**config.mk**
```make
export PLATFORM = sky130hd
export DESIGN_NAME = qss_striper
export DESIGN_NICKNAME = d
export VERILOG_FILES = /design/src/rtl/qss_pkg.sv /design/src/rtl/qss_lane.sv /design/src/rtl/qss_rxmerge.sv /design/src/rtl/qss_striper.sv
export SDC_FILE = /design/constraint.sdc
export NUM_CORES = 1
export LEC_CHECK = 0
export BUFFER_PORTS_ARGS = -buffer_cell sky130_fd_sc_hd__buf_2
export CAP_MARGIN = 20
export CORE_MARGIN = 5
export CORE_UTILIZATION = 30
export CTS_CLUSTER_DIAMETER = 100
export DETAILED_ROUTE_END_ITERATION = 7
export PLACE_DENSITY = 0.47
export SYNTH_ARGS = -nofsm -noshare
export SYNTH_HDL_FRONTEND = slang
export SYNTH_HIERARCHICAL = 1
export SYNTH_SLANG_ARGS = --single-unit
export TNS_END_PERCENT = 10
```
**constraint.sdc**
```tcl
create_clock -name clk -period 2.1 [get_ports clk]
set_input_delay 0.42 -clock clk [delete_from_list [all_inputs] [get_ports clk]]
set_output_delay 0.42 -clock clk [all_outputs]
set_load 0.05 [all_outputs]
```
**src/rtl/qss_pkg.sv**
```systemverilog
package qss_pkg;

    typedef enum logic [1:0] {
        ST_IDLE  = 2'd0,
        ST_WAIT  = 2'd1,
        ST_PAIR  = 2'd2,
        ST_SHIFT = 2'd3
    } qss_state_e;

    typedef enum logic [1:0] {
        RXK_OR   = 2'd0,
        RXK_LO   = 2'd1,
        RXK_HI   = 2'd2,
        RXK_PAIR = 2'd3
    } qss_rxkind_e;

    localparam logic [1:0] SEL_LOWER = 2'd1;
    localparam logic [1:0] SEL_UPPER = 2'd2;

endpackage

```
**src/rtl/qss_lane.sv**
```systemverilog
module qss_lane #(
    parameter int BYTE_W = 8,
    parameter int LANE_W = 4
) (
    input  logic              clk,
    input  logic              rst_n,
    input  logic              load,
    input  logic [BYTE_W-1:0] load_byte,
    input  logic              shift,
    input  logic              drive,
    input  logic [LANE_W-1:0] io_i,
    output logic [LANE_W-1:0] io_o,
    output logic              io_oe,
    output logic [BYTE_W-1:0] rx_word
);
    localparam int KEEP_W = BYTE_W - LANE_W;

    typedef struct packed {
        logic [BYTE_W-1:0] tx;
        logic [BYTE_W-1:0] rx;
    } lane_t;

    lane_t q, d;

    always_comb begin
        d = q;
        if (load) begin
            d.tx = load_byte;
        end else if (shift) begin
            d.tx = q.tx << LANE_W;
        end
        if (shift) begin
            d.rx = {q.rx[KEEP_W-1:0], io_i};
        end
    end

    always_ff @(posedge clk or negedge rst_n) begin
        if (!rst_n) begin
            q <= '0;
        end else begin
            q <= d;
        end
    end

    assign io_o    = drive ? q.tx[BYTE_W-1 -: LANE_W] : '0;
    assign io_oe   = drive;
    assign rx_word = {q.rx[KEEP_W-1:0], io_i};

endmodule

```
**src/rtl/qss_rxmerge.sv**
```systemverilog
module qss_rxmerge
    import qss_pkg::*;
#(
    parameter int BYTE_W = 8
) (
    input  logic              clk,
    input  logic              rst_n,
    input  logic              capture,
    input  qss_rxkind_e       kind,
    input  logic [BYTE_W-1:0] lo_byte,
    input  logic [BYTE_W-1:0] hi_byte,
    output logic              rx_valid,
    output logic [BYTE_W-1:0] rx_byte
);
    typedef struct packed {
        logic              valid;
        logic [BYTE_W-1:0] data;
        logic              pend;
        logic [BYTE_W-1:0] pdata;
    } mrg_t;

    mrg_t q, d;

    always_comb begin
        d       = q;
        d.valid = 1'b0;
        if (q.pend) begin
            d.valid = 1'b1;
            d.data  = q.pdata;
            d.pend  = 1'b0;
        end
        if (capture) begin
            d.valid = 1'b1;
            unique case (kind)
                RXK_LO:   d.data = lo_byte;
                RXK_HI:   d.data = hi_byte;
                RXK_PAIR: begin
                    d.data  = lo_byte;
                    d.pend  = 1'b1;
                    d.pdata = hi_byte;
                end
                default:  d.data = lo_byte | hi_byte;
            endcase
        end
    end

    always_ff @(posedge clk or negedge rst_n) begin
        if (!rst_n) begin
            q <= '0;
        end else begin
            q <= d;
        end
    end

    assign rx_valid = q.valid;
    assign rx_byte  = q.data;

    AST_PAIR_SECOND: assert property (@(posedge clk) disable iff (!rst_n)
        q.pend |=> q.valid);

endmodule

```
**src/rtl/qss_striper.sv**
```systemverilog
module qss_striper
    import qss_pkg::*;
#(
    parameter int BYTE_W = 8,
    parameter int LANE_W = 4
) (
    input  logic              clk,
    input  logic              rst_n,
    input  logic [1:0]        sel_i,
    input  logic              stripe_i,
    input  logic              in_valid,
    output logic              in_ready,
    input  logic [BYTE_W-1:0] in_byte,
    input  logic              in_data,
    input  logic              in_rx,
    input  logic              in_last,
    output logic              rx_valid,
    output logic [BYTE_W-1:0] rx_byte,
    output logic              cs_n,
    output logic              sck_en,
    output logic [LANE_W-1:0] io_lo_o,
    output logic              io_lo_oe,
    input  logic [LANE_W-1:0] io_lo_i,
    output logic [LANE_W-1:0] io_hi_o,
    output logic              io_hi_oe,
    input  logic [LANE_W-1:0] io_hi_i,
    output logic              err_odd
);
    localparam int NIBS  = BYTE_W / LANE_W;
    localparam int CNT_W = (NIBS > 1) ? $clog2(NIBS) : 1;
    localparam int LANES = 2;

    typedef struct packed {
        qss_state_e        st;
        logic [1:0]        sel;
        logic              stripe;
        logic [CNT_W-1:0]  cnt;
        logic              rx;
        logic              last;
        logic              en_lo;
        logic              en_hi;
        logic              striped;
        logic              err;
        logic [BYTE_W-1:0] held;
    } ctl_t;

    ctl_t q, d;

    logic              load;
    logic              shift;
    logic              capture;
    logic [BYTE_W-1:0] lo_load, hi_load;
    logic [1:0]        sel_use;
    logic              stripe_use;
    qss_rxkind_e       rx_kind;

    logic [LANES-1:0][LANE_W-1:0] lane_o, lane_i;
    logic [LANES-1:0][BYTE_W-1:0] lane_load, lane_rx;
    logic [LANES-1:0]             lane_oe, lane_drive;

    always_comb begin
        d          = q;
        load       = 1'b0;
        shift      = 1'b0;
        capture    = 1'b0;
        lo_load    = in_byte;
        hi_load    = in_byte;
        sel_use    = (q.st == ST_IDLE) ? sel_i : q.sel;
        stripe_use = (q.st == ST_IDLE) ? stripe_i : q.stripe;

        unique case (q.st)
            ST_IDLE, ST_WAIT: begin
                if (in_valid) begin
                    if (q.st == ST_IDLE) begin
                        d.sel    = sel_i;
                        d.stripe = stripe_i;
                        d.err    = 1'b0;
                    end
                    d.rx = in_rx;
                    if (stripe_use && in_data && !in_last) begin
                        d.held = in_byte;
                        d.st   = ST_PAIR;
                    end else begin
                        load   = 1'b1;
                        d.last = in_last;
                        d.cnt  = '0;
                        d.st   = ST_SHIFT;
                        if (stripe_use && in_data) begin
                            d.en_lo   = 1'b1;
                            d.en_hi   = 1'b0;
                            d.striped = 1'b1;
                            d.err     = 1'b1;
                        end else begin
                            d.en_lo   = (sel_use != SEL_UPPER);
                            d.en_hi   = (sel_use != SEL_LOWER);
                            d.striped = 1'b0;
                        end
                    end
                end
            end
            ST_PAIR: begin
                if (in_valid) begin
                    load      = 1'b1;
                    lo_load   = q.held;
                    hi_load   = in_byte;
                    d.en_lo   = 1'b1;
                    d.en_hi   = 1'b1;
                    d.striped = 1'b1;
                    d.last    = in_last;
                    d.cnt     = '0;
                    d.st      = ST_SHIFT;
                end
            end
            default: begin
                shift = 1'b1;
                if (q.cnt == CNT_W'(NIBS - 1)) begin
                    capture = q.rx;
                    d.st    = q.last ? ST_IDLE : ST_WAIT;
                end else begin
                    d.cnt = q.cnt + 1'b1;
                end
            end
        endcase
    end

    always_ff @(posedge clk or negedge rst_n) begin
        if (!rst_n) begin
            q <= '0;
        end else begin
            q <= d;
        end
    end

    always_comb begin
        if (q.striped)              rx_kind = RXK_PAIR;
        else if (q.sel == SEL_LOWER) rx_kind = RXK_LO;
        else if (q.sel == SEL_UPPER) rx_kind = RXK_HI;
        else                        rx_kind = RXK_OR;
    end

    assign in_ready = (q.st != ST_SHIFT);
    assign cs_n     = (q.st == ST_IDLE);
    assign sck_en   = (q.st == ST_SHIFT);
    assign err_odd  = q.err;

    assign lane_i[0]     = io_lo_i;
    assign lane_i[1]     = io_hi_i;
    assign lane_load[0]  = lo_load;
    assign lane_load[1]  = hi_load;
    assign lane_drive[0] = sck_en && q.en_lo && !q.rx;
    assign lane_drive[1] = sck_en && q.en_hi && !q.rx;

    for (genvar g = 0; g < LANES; g++) begin : g_lane
        qss_lane #(
            .BYTE_W (BYTE_W),
            .LANE_W (LANE_W)
        ) u_lane (
            .clk       (clk),
            .rst_n     (rst_n),
            .load      (load),
            .load_byte (lane_load[g]),
            .shift     (shift),
            .drive     (lane_drive[g]),
            .io_i      (lane_i[g]),
            .io_o      (lane_o[g]),
            .io_oe     (lane_oe[g]),
            .rx_word   (lane_rx[g])
        );
    end

    assign io_lo_o  = lane_o[0];
    assign io_lo_oe = lane_oe[0];
    assign io_hi_o  = lane_o[1];
    assign io_hi_oe = lane_oe[1];

    qss_rxmerge #(
        .BYTE_W (BYTE_W)
    ) u_merge (
        .clk      (clk),
        .rst_n    (rst_n),
        .capture  (capture),
        .kind     (rx_kind),
        .lo_byte  (lane_rx[0]),
        .hi_byte  (lane_rx[1]),
        .rx_valid (rx_valid),
        .rx_byte  (rx_byte)
    );

    AST_CS_RELEASE: assert property (@(posedge clk) disable iff (!rst_n)
        $rose(cs_n) |-> $past(sck_en));
    AST_RX_LANES_QUIET: assert property (@(posedge clk) disable iff (!rst_n)
        (sck_en && q.rx) |-> (!io_lo_oe && !io_hi_oe));
    AST_PAIR_BOTH: assert property (@(posedge clk) disable iff (!rst_n)
        ($past(q.st == ST_PAIR) && sck_en && !q.rx) |-> (io_lo_oe && io_hi_oe));
    AST_ERR_STRIPED: assert property (@(posedge clk) disable iff (!rst_n)
        $rose(err_odd) |-> q.stripe);

endmodule

```
==> impl_metrics.csv, run 1 <==
group,metric,value,unit
outcome,status,"complete, no violations",
cells_and_area,layout_commonest_cell,"dfrtp_1",
pwr,p_int,3.59,mW
placed_design,dpl.hpwl,4.51,mm
detailed_routing,drt_wl_total,6.55,mm
floorplan,dieArea,12700,µm²
yosys,ys_warn_count,6,
critical_path,worstSetupStartpointType,"register",
clock_network,clk_pin_slew_worst_paths,0.07,ns
pwr,switching_share,0.405,
pwr,ir_drop,0.625,mV
pwr,combPwrFrac,0.461,
global_routing,track_usage,0.110,
sta,finalCritPeriodShare,0.948,
cells_and_area,diodes,0,
cells_and_area,seq_area,1550,µm²
critical_path,r2r-end,"g_lane[0].u_lane/q[9]$_DFFE_PN0P_",
yosys,ys_seq_elements,62,
critical_path,r2r_cells,5,
pwr,seqPwrFrac,0.348,
critical_path,worstReg2RegStart,"q[18]$_DFFE_PN0P_",
cells_and_area,drive_gt1_frac,0.377,
yosys,synth_xor_area_frac,0,
clock_network,cts_tree,"done",
clock_network,cts_root_buf,"clkbuf_8",
global_routing,grt_max_degree,63,
sta,skew,0.0111,ns
cells_and_area,fillers,1079,
detailed_routing,viasPerCell,4.56,
clock_network,cts_buffer_depth,2,
clock_network,htreeDepth,3,
critical_path,critPathArrivalTime,1.57,ns
sta,hold_viol,0,
floorplan,coreArea,10300,µm²
yosys,synth_top_area_cell,"dfrtp_1",
placed_design,place_congestion,0.725,
pwr,p_leak,1.63,nW
cells_and_area,fin_nets,336,
yosys,yosys-top-cells-area,"dfrtp_1 49%, mux2_2 12%, buf_4 6.9%, mux2i_1 3.2%, a21oi_1 2.9%",
sta,worst_pin_slew,0.508,ns
cells_and_area,fin_cells,452,
floorplan,start_util,0.307,
global_routing,grt_first_pass_wirelength,11.1,mm
yosys,yosysSeqAreaShare,0.492,
yosys,synth-compound-area-share,0.108,
detailed_routing,via_count,2061,
pwr,powerDensity,1670,nW/µm²
critical_path,cp-endpoint,"sck_en",
cells_and_area,multi_input_area,1290,µm²
sta,fmax,502,MHz
floorplan,io_pins,48,
yosys,muxShareOfSynthArea,0.158,
sta,slew_violations,0,
pwr,total_power,6.04,mW
floorplan,rows,37,
placed_design,dp_cells,435,
detailed_routing,final_antenna_net_count,0,
run,drv_cap,0,
placed_design,pre_cts_slack,0.282,ns
min_path,hold_path.class,"input pin to asynchronous set/reset pin",
yosys,synthesis.nets,304,
yosys,avgSynthCellArea,11.3,µm²
yosys,netlist_area,3150,µm²
sta,timing.slew.headroom,0.661,
sta,finalCriticalPeriod,1.99,ns
clock_network,numClockSinks,62,
sta,setup_slack,0.108,ns
detailed_routing,firstDrtPassIters,4,
yosys,synth_top_family_by_area,"multiplexers",
detailed_routing,routedWlPerCell,14.5,µm
critical_path,cp-end-kind,"primary output",
global_routing,grt_pass1_vias,2223,
detailed_routing,drc,0,
sta,setup_viol,0,
yosys,yosysUniqueCellTypes,38,
pwr,power_frac_clock,0.190,
critical_path,startpoint,"q[18]$_DFFE_PN0P_",
yosys,syn_inst,279,
floorplan,die_w,113,µm
detailed_routing,initialDrtViolationCount,79,
yosys,netlist.area_leader.share,0.492,
yosys,synth-simple-area-share,0.141,
critical_path,regToRegSetupSlack,0.35,ns
cells_and_area,final_cell_mix,"61 x dfrtp_1, 39 x buf_2, 34 x mux2_2",
global_routing,grt_antenna_before_repair,0,
pwr,power.switching,2.45,mW
critical_path,path_class,"register to primary output",
placed_design,io_buffer_count,47,
sta,rsz0062_at_grt,"yes",
floorplan,die_h,113,µm
clock_network,numCtsBuffers,9,
cells_and_area,area.growth.synth_to_final,14.9,%
critical_path,required,1.68,ns
yosys,synth-adder-area-share,0,
clock_network,clkLatencyLatePin,0.34,ns
critical_path,worstPathMaxFanout,18,
global_routing,overflow,0,
[cell usage after synthesis (all sizes together)]
library cell  number
and2               8
nor2               6
a311oi             1
o22a               2
and2b              6
nand3              3
and3               2
nor3               3
nor2b             12
o21bai             1
buf               38
nand3b             1
a31oi              2
a211oi             9
or2                1
a32o               1
o21ai             15
nor3b              2
mux2i             10
a21oi             18
nand2b             5
a22o               4
mux2              35
nand2             23
a21o               2
dfrtp             62
nand4              2
inv                5
[per-stage QoR]
stage	area (µm²)	utilization	hold slack, ns	TNS, ns
6_report	3620	0.352	0.0699	0
5_1_grt	3620	0.352	0.101	-0.0175
4_1_cts	3580	0.348	0.0907	0
3_5_place_dp	3360	0.327	0.463	0
3_3_place_gp	3360	0.327	0.464	0
2_1_floorplan	3160	-	0.124	0
[sequential cells by signal, summed over array words and instances, names as in the netlist]
signal                 flops
u_merge/rx_byte            8
q                         19
u_merge/rx_valid           1
u_merge/q                  9
err_odd                    1
g_lane.u_lane/rx_word      8
g_lane.u_lane/q           16
[cell type report]
| cell class | count | area share |
|---|---|---|
| clock buffer | 12 | 0.0401 |
| tap | 136 | 0.0470 |
| multi-input combinational | 174 | 0.356 |
| sequential | 62 | 0.429 |
| clock inverter | 4 | 0.0193 |
| inverter | 5 | 0.00622 |
| timing repair buffer | 59 | 0.103 |
[logic make-up after synthesis]
| kind of cell | count (synthesis) |
|---|---|
| AOI/OAI and AO/OA | 55 |
| and+or+nand+nor | 74 |
| muxes | 45 |
| DFF | 62 |
| buffers and inverters | 43 |
[worst min path at each step]
stage	startpoint	to	slack, ns
finish	rst_n	u_merge/rx_byte[7]$_DFFE_PN0P_	0.07
detailed placement	rst_n	u_merge/q[7]$_DFFE_PN0P_	0.46
global route	rst_n	u_merge/rx_byte[7]$_DFFE_PN0P_	0.10
floorplan	rst_n	err_odd$_DFFE_PN0P_	0.12
global placement	rst_n	u_merge/rx_byte[7]$_DFFE_PN0P_	0.46
CTS	rst_n	g_lane[0].u_lane/rx_word[7]$_DFFE_PN0P_	0.09
[per-layer routing]
layer | share of wire | track usage
met1 | 0.47 | 0.139
met3 | 0.036 | 0.0318
met5 | 0 | 0
met2 | 0.48 | 0.180
met4 | 0.017 | 0.0369
[power groups by stage]
stage	logic, mW	registers [mW]	clock network [mW]
final	2.79	2.10	1.15
after floorplan	2.51	2.05	0
after global placement	2.75	2.13	0
after detailed placement	2.78	2.13	0
after global routing	3.05	2.19	1.24
after CTS	2.79	2.11	1.20
[critical path, cell delays in order (launching register included)]
cell        delay, ns
dfrtp_2          0.44
nand2_4          0.11
clkinvlp_4       0.09
buf_4            0.28
buf_2            0.33
[what timing repair did]
action	CTS	global route
cloned	0	0
gates resized for setup	1	20
endpoints found under the hold margin	0	0
hold buffers	0	0
pin swaps	0	0
endpoints found under the setup margin	9	8
setup buffers	0	1
No activity file was read; power rests on OpenSTA's default activity.
==> inputs of run 2 (changes only) <==
ABC_AREA = 1   (was not set)
PLACE_DENSITY = 0.46   (was 0.47)
==> run 2 against run 1 <==
  * Setup slack improved by 0.0080 ns
  * Non-clock buffer count fell by 5
  * Highest routed layer unchanged
  * Flip-flop and latch count unchanged
  * Maximum frequency is 0.41% higher
  * Largest power group unchanged
  * Via count is 25% higher
  * Sequential power decreased by 2%
  * Area after synthesis rose by 3.8%
  * Die area is 3.4% higher
  * Count of clock-buffer cells in the layout shrank 2
==> impl_metrics.csv, run 2 <==
group,metric,value,unit
pwr,total_power,5.95,mW
critical_path,critPathArrivalTime,1.56,ns
yosys,avgSynthCellArea,7.57,µm²
yosys,synthesis.nets,457,
sta,skew,0.0109,ns
detailed_routing,viasPerCell,4.23,
yosys,yosys-top-cells-area,"dfrtp_1 47%, nand2_1 21%, buf_4 6.9%, inv_1 6.3%, nand3_1 3.4%",
detailed_routing,final_antenna_net_count,0,
yosys,syn_inst,432,
cells_and_area,area.growth.synth_to_final,15.1,%
cells_and_area,top_register,"q",
cells_and_area,fin_nets,488,
cells_and_area,diodes,0,
cells_and_area,drive_gt1_frac,0.220,
clock_network,cts_buffer_depth,2,
critical_path,required,1.68,ns
sta,timing.slew.headroom,0.651,
yosys,ys_warn_count,6,
outcome,status,"complete, no violations",
placed_design,io_buffer_count,47,
clock_network,htreeDepth,3,
yosys,async_reset_ff_frac,1.00,
clock_network,cts_root_buf,"clkbuf_8",
yosys,ys.flop_type,"dfrtp_1",
sta,finalCriticalPeriod,1.98,ns
sta,rsz0062_at_grt,"yes",
floorplan,io_pins,48,
clock_network,cts_tree,"done",
sta,worst_pin_slew,0.519,ns
floorplan,die_h,114,µm
detailed_routing,routedWlPerCell,11.6,µm
min_path,hold_path.class,"input pin to asynchronous set/reset pin",
floorplan,rows,38,
yosys,yosys-top-cells-count,"182 x nand2_1, 62 x dfrtp_1, 55 x inv_1",
floorplan,coreArea,10700,µm²
yosys,yosysSeqAreaShare,0.474,
critical_path,worstPathMaxFanout,7,
global_routing,grt_max_degree,27,
sta,setup_viol,0,
pwr,ir_drop,0.455,mV
sta,setup_slack,0.116,ns
detailed_routing,via_count,2572,
placed_design,dp_cells,592,
critical_path,startpoint,"q[18]$_DFFE_PN0P_",
yosys,netlist_area,3270,µm²
sta,hold_viol,0,
yosys,ys_seq_elements,62,
yosys,netlist.area_leader.share,0.474,
run,drv_cap,0,
global_routing,grt_antenna_before_repair,0,
critical_path,cp_slowest_stage_delay,0.45,ns
sta,finalCritPeriodShare,0.945,
critical_path,path_buf_inv,3,
pwr,p_leak,2.10,nW
detailed_routing,initialDrtViolationCount,101,
clock_network,numCtsBuffers,9,
critical_path,crit_chain,"nand2_4 -> clkinvlp_4 -> nand2_1 -> nor2_4 -> nand2_1 -> clkinvlp_4 -> clkbuf_4",
critical_path,crit_slowest_cell,"dfrtp_2",
detailed_routing,drt_wl_total,7.06,mm
critical_path,worstReg2RegStart,"q[19]$_DFFE_PN0P_",
floorplan,die_w,114,µm
floorplan,dieArea,13100,µm²
cells_and_area,fillers,1215,
cells_and_area,final_cell_mix,"181 x nand2_1, 60 x dfrtp_1, 53 x inv_1",
global_routing,track_usage,0.118,
cells_and_area,multi_input_area,1250,µm²
clock_network,clkLatencyLatePin,0.33,ns
yosys,synth_top_area_cell,"dfrtp_1",
yosys,yosysUniqueCellTypes,24,
critical_path,worstSetupStartpointType,"register",
cells_and_area,largest_reg_flops,19,
sta,fmax,504,MHz
cells_and_area,seq_area,1550,µm²
critical_path,regToRegSetupSlack,0.42,ns
critical_path,path_class,"register to primary output",
critical_path,r2r-end,"g_lane[0].u_lane/q[14]$_DFFE_PN0P_",
placed_design,pre_cts_slack,0.246,ns
global_routing,grt_pass1_vias,2641,
placed_design,place_congestion,0.753,
critical_path,r2r_cells,9,
yosys,yosysMostFrequentCell,"nand2_1",
floorplan,start_util,0.304,
pwr,powerDensity,1580,nW/µm²
detailed_routing,firstDrtPassIters,4,
placed_design,dpl.hpwl,5.32,mm
yosys,synth_edf_count,0,
cells_and_area,layout_commonest_cell,"nand2_1",
global_routing,overflow,0,
clock_network,clk_pin_slew_worst_paths,0.07,ns
cells_and_area,reg_top3,"q (19), g_lane.u_lane/q (16), u_merge/q (9)",
detailed_routing,drc,0,
clock_network,numClockSinks,62,
sta,slew_violations,0,
global_routing,grt_first_pass_wirelength,12.4,mm
cells_and_area,utilization,0.350,
critical_path,critPathTopFamily,"flip-flops",
cells_and_area,fin_cells,608,
critical_path,cp-end-kind,"primary output",
-- run 2: changes by cell type after synthesis, moves of 12 or more --
cell / before / now
nor2_1: 4 / 23
inv_1: 5 / 55
nor2b_1: 12 / 0
nand3_1: 1 / 22
mux2_2: 34 / 0
nand2_1: 23 / 182
-- run 2: what timing repair did --
item                       4_1_cts  5_1_grt
buffers inserted                 0        0
resized for setup                4        6
cloned                           0        0
setup endpoints to repair        9        8
hold buffers                     0        0
-- run 2: metrics by stage --
stage / instance area [µm²] / setup TNS [ns] / hold slack (ns)
finish: 3770 / 0 / 0.0213
global route: 3770 / -0.0127 / 0.0475
CTS: 3750 / 0 / 0.0275
detailed placement: 3520 / 0 / 0.397
global placement: 3520 / 0 / 0.406
floorplan: 3290 / 0 / 0.124
-- run 2: final cells by class --
class                   count  share of cell area
inverters                  60              0.0631
multi-input cells         276               0.332
clock buffers              10              0.0365
repair buffers             54              0.0864
flip-flops and latches     62               0.413
well taps                 140              0.0465
clock inverters             6              0.0226
-- run 2: worst register-to-register path, delay by kind of cell, from the launching register on --
family	cells	cell delay, ns
buffers and inverters	2	0.29
AND/OR/NAND/NOR	7	0.81
flip-flops	1	0.46
-- run 2: report_power, final --
part	switching (mW)	internal, mW
registers	0.326	1.74
clock network	0.473	0.696
logic	1.92	0.798
total	2.72	3.23
-- run 2: worst max-delay path by stage --
| stage | to | slack (ns) | cells after the start |
|---|---|---|---|
| 6_report | io_hi_o[0] | 0.12 | 7 |
| 2_1_floorplan | io_hi_o[1] | 0.02 | 6 |
| 4_1_cts | io_hi_o[0] | 0.03 | 7 |
| 3_5_place_dp | io_lo_o[3] | 0.25 | 6 |
| 5_1_grt | io_hi_o[0] | -0.01 | 7 |
| 3_3_place_gp | io_lo_o[3] | 0.24 | 6 |
-- run 2: routing by layer --
layer	part of all wire	GRT usage	wire, µm	up-vias
met5	0	0	0	-
met4	0.010	0.0428	72	0
met3	0.038	0.0312	267	5
met2	0.49	0.192	3470	39
met1	0.46	0.152	3250	1180
li1	-	-	-	1348
-- run 2: kinds of logic after synthesis --
kind of cell,after synthesis,synth area share
compound gates,34,0.0624
buf+inv,94,0.149
flops,62,0.474
simple gates,242,0.314
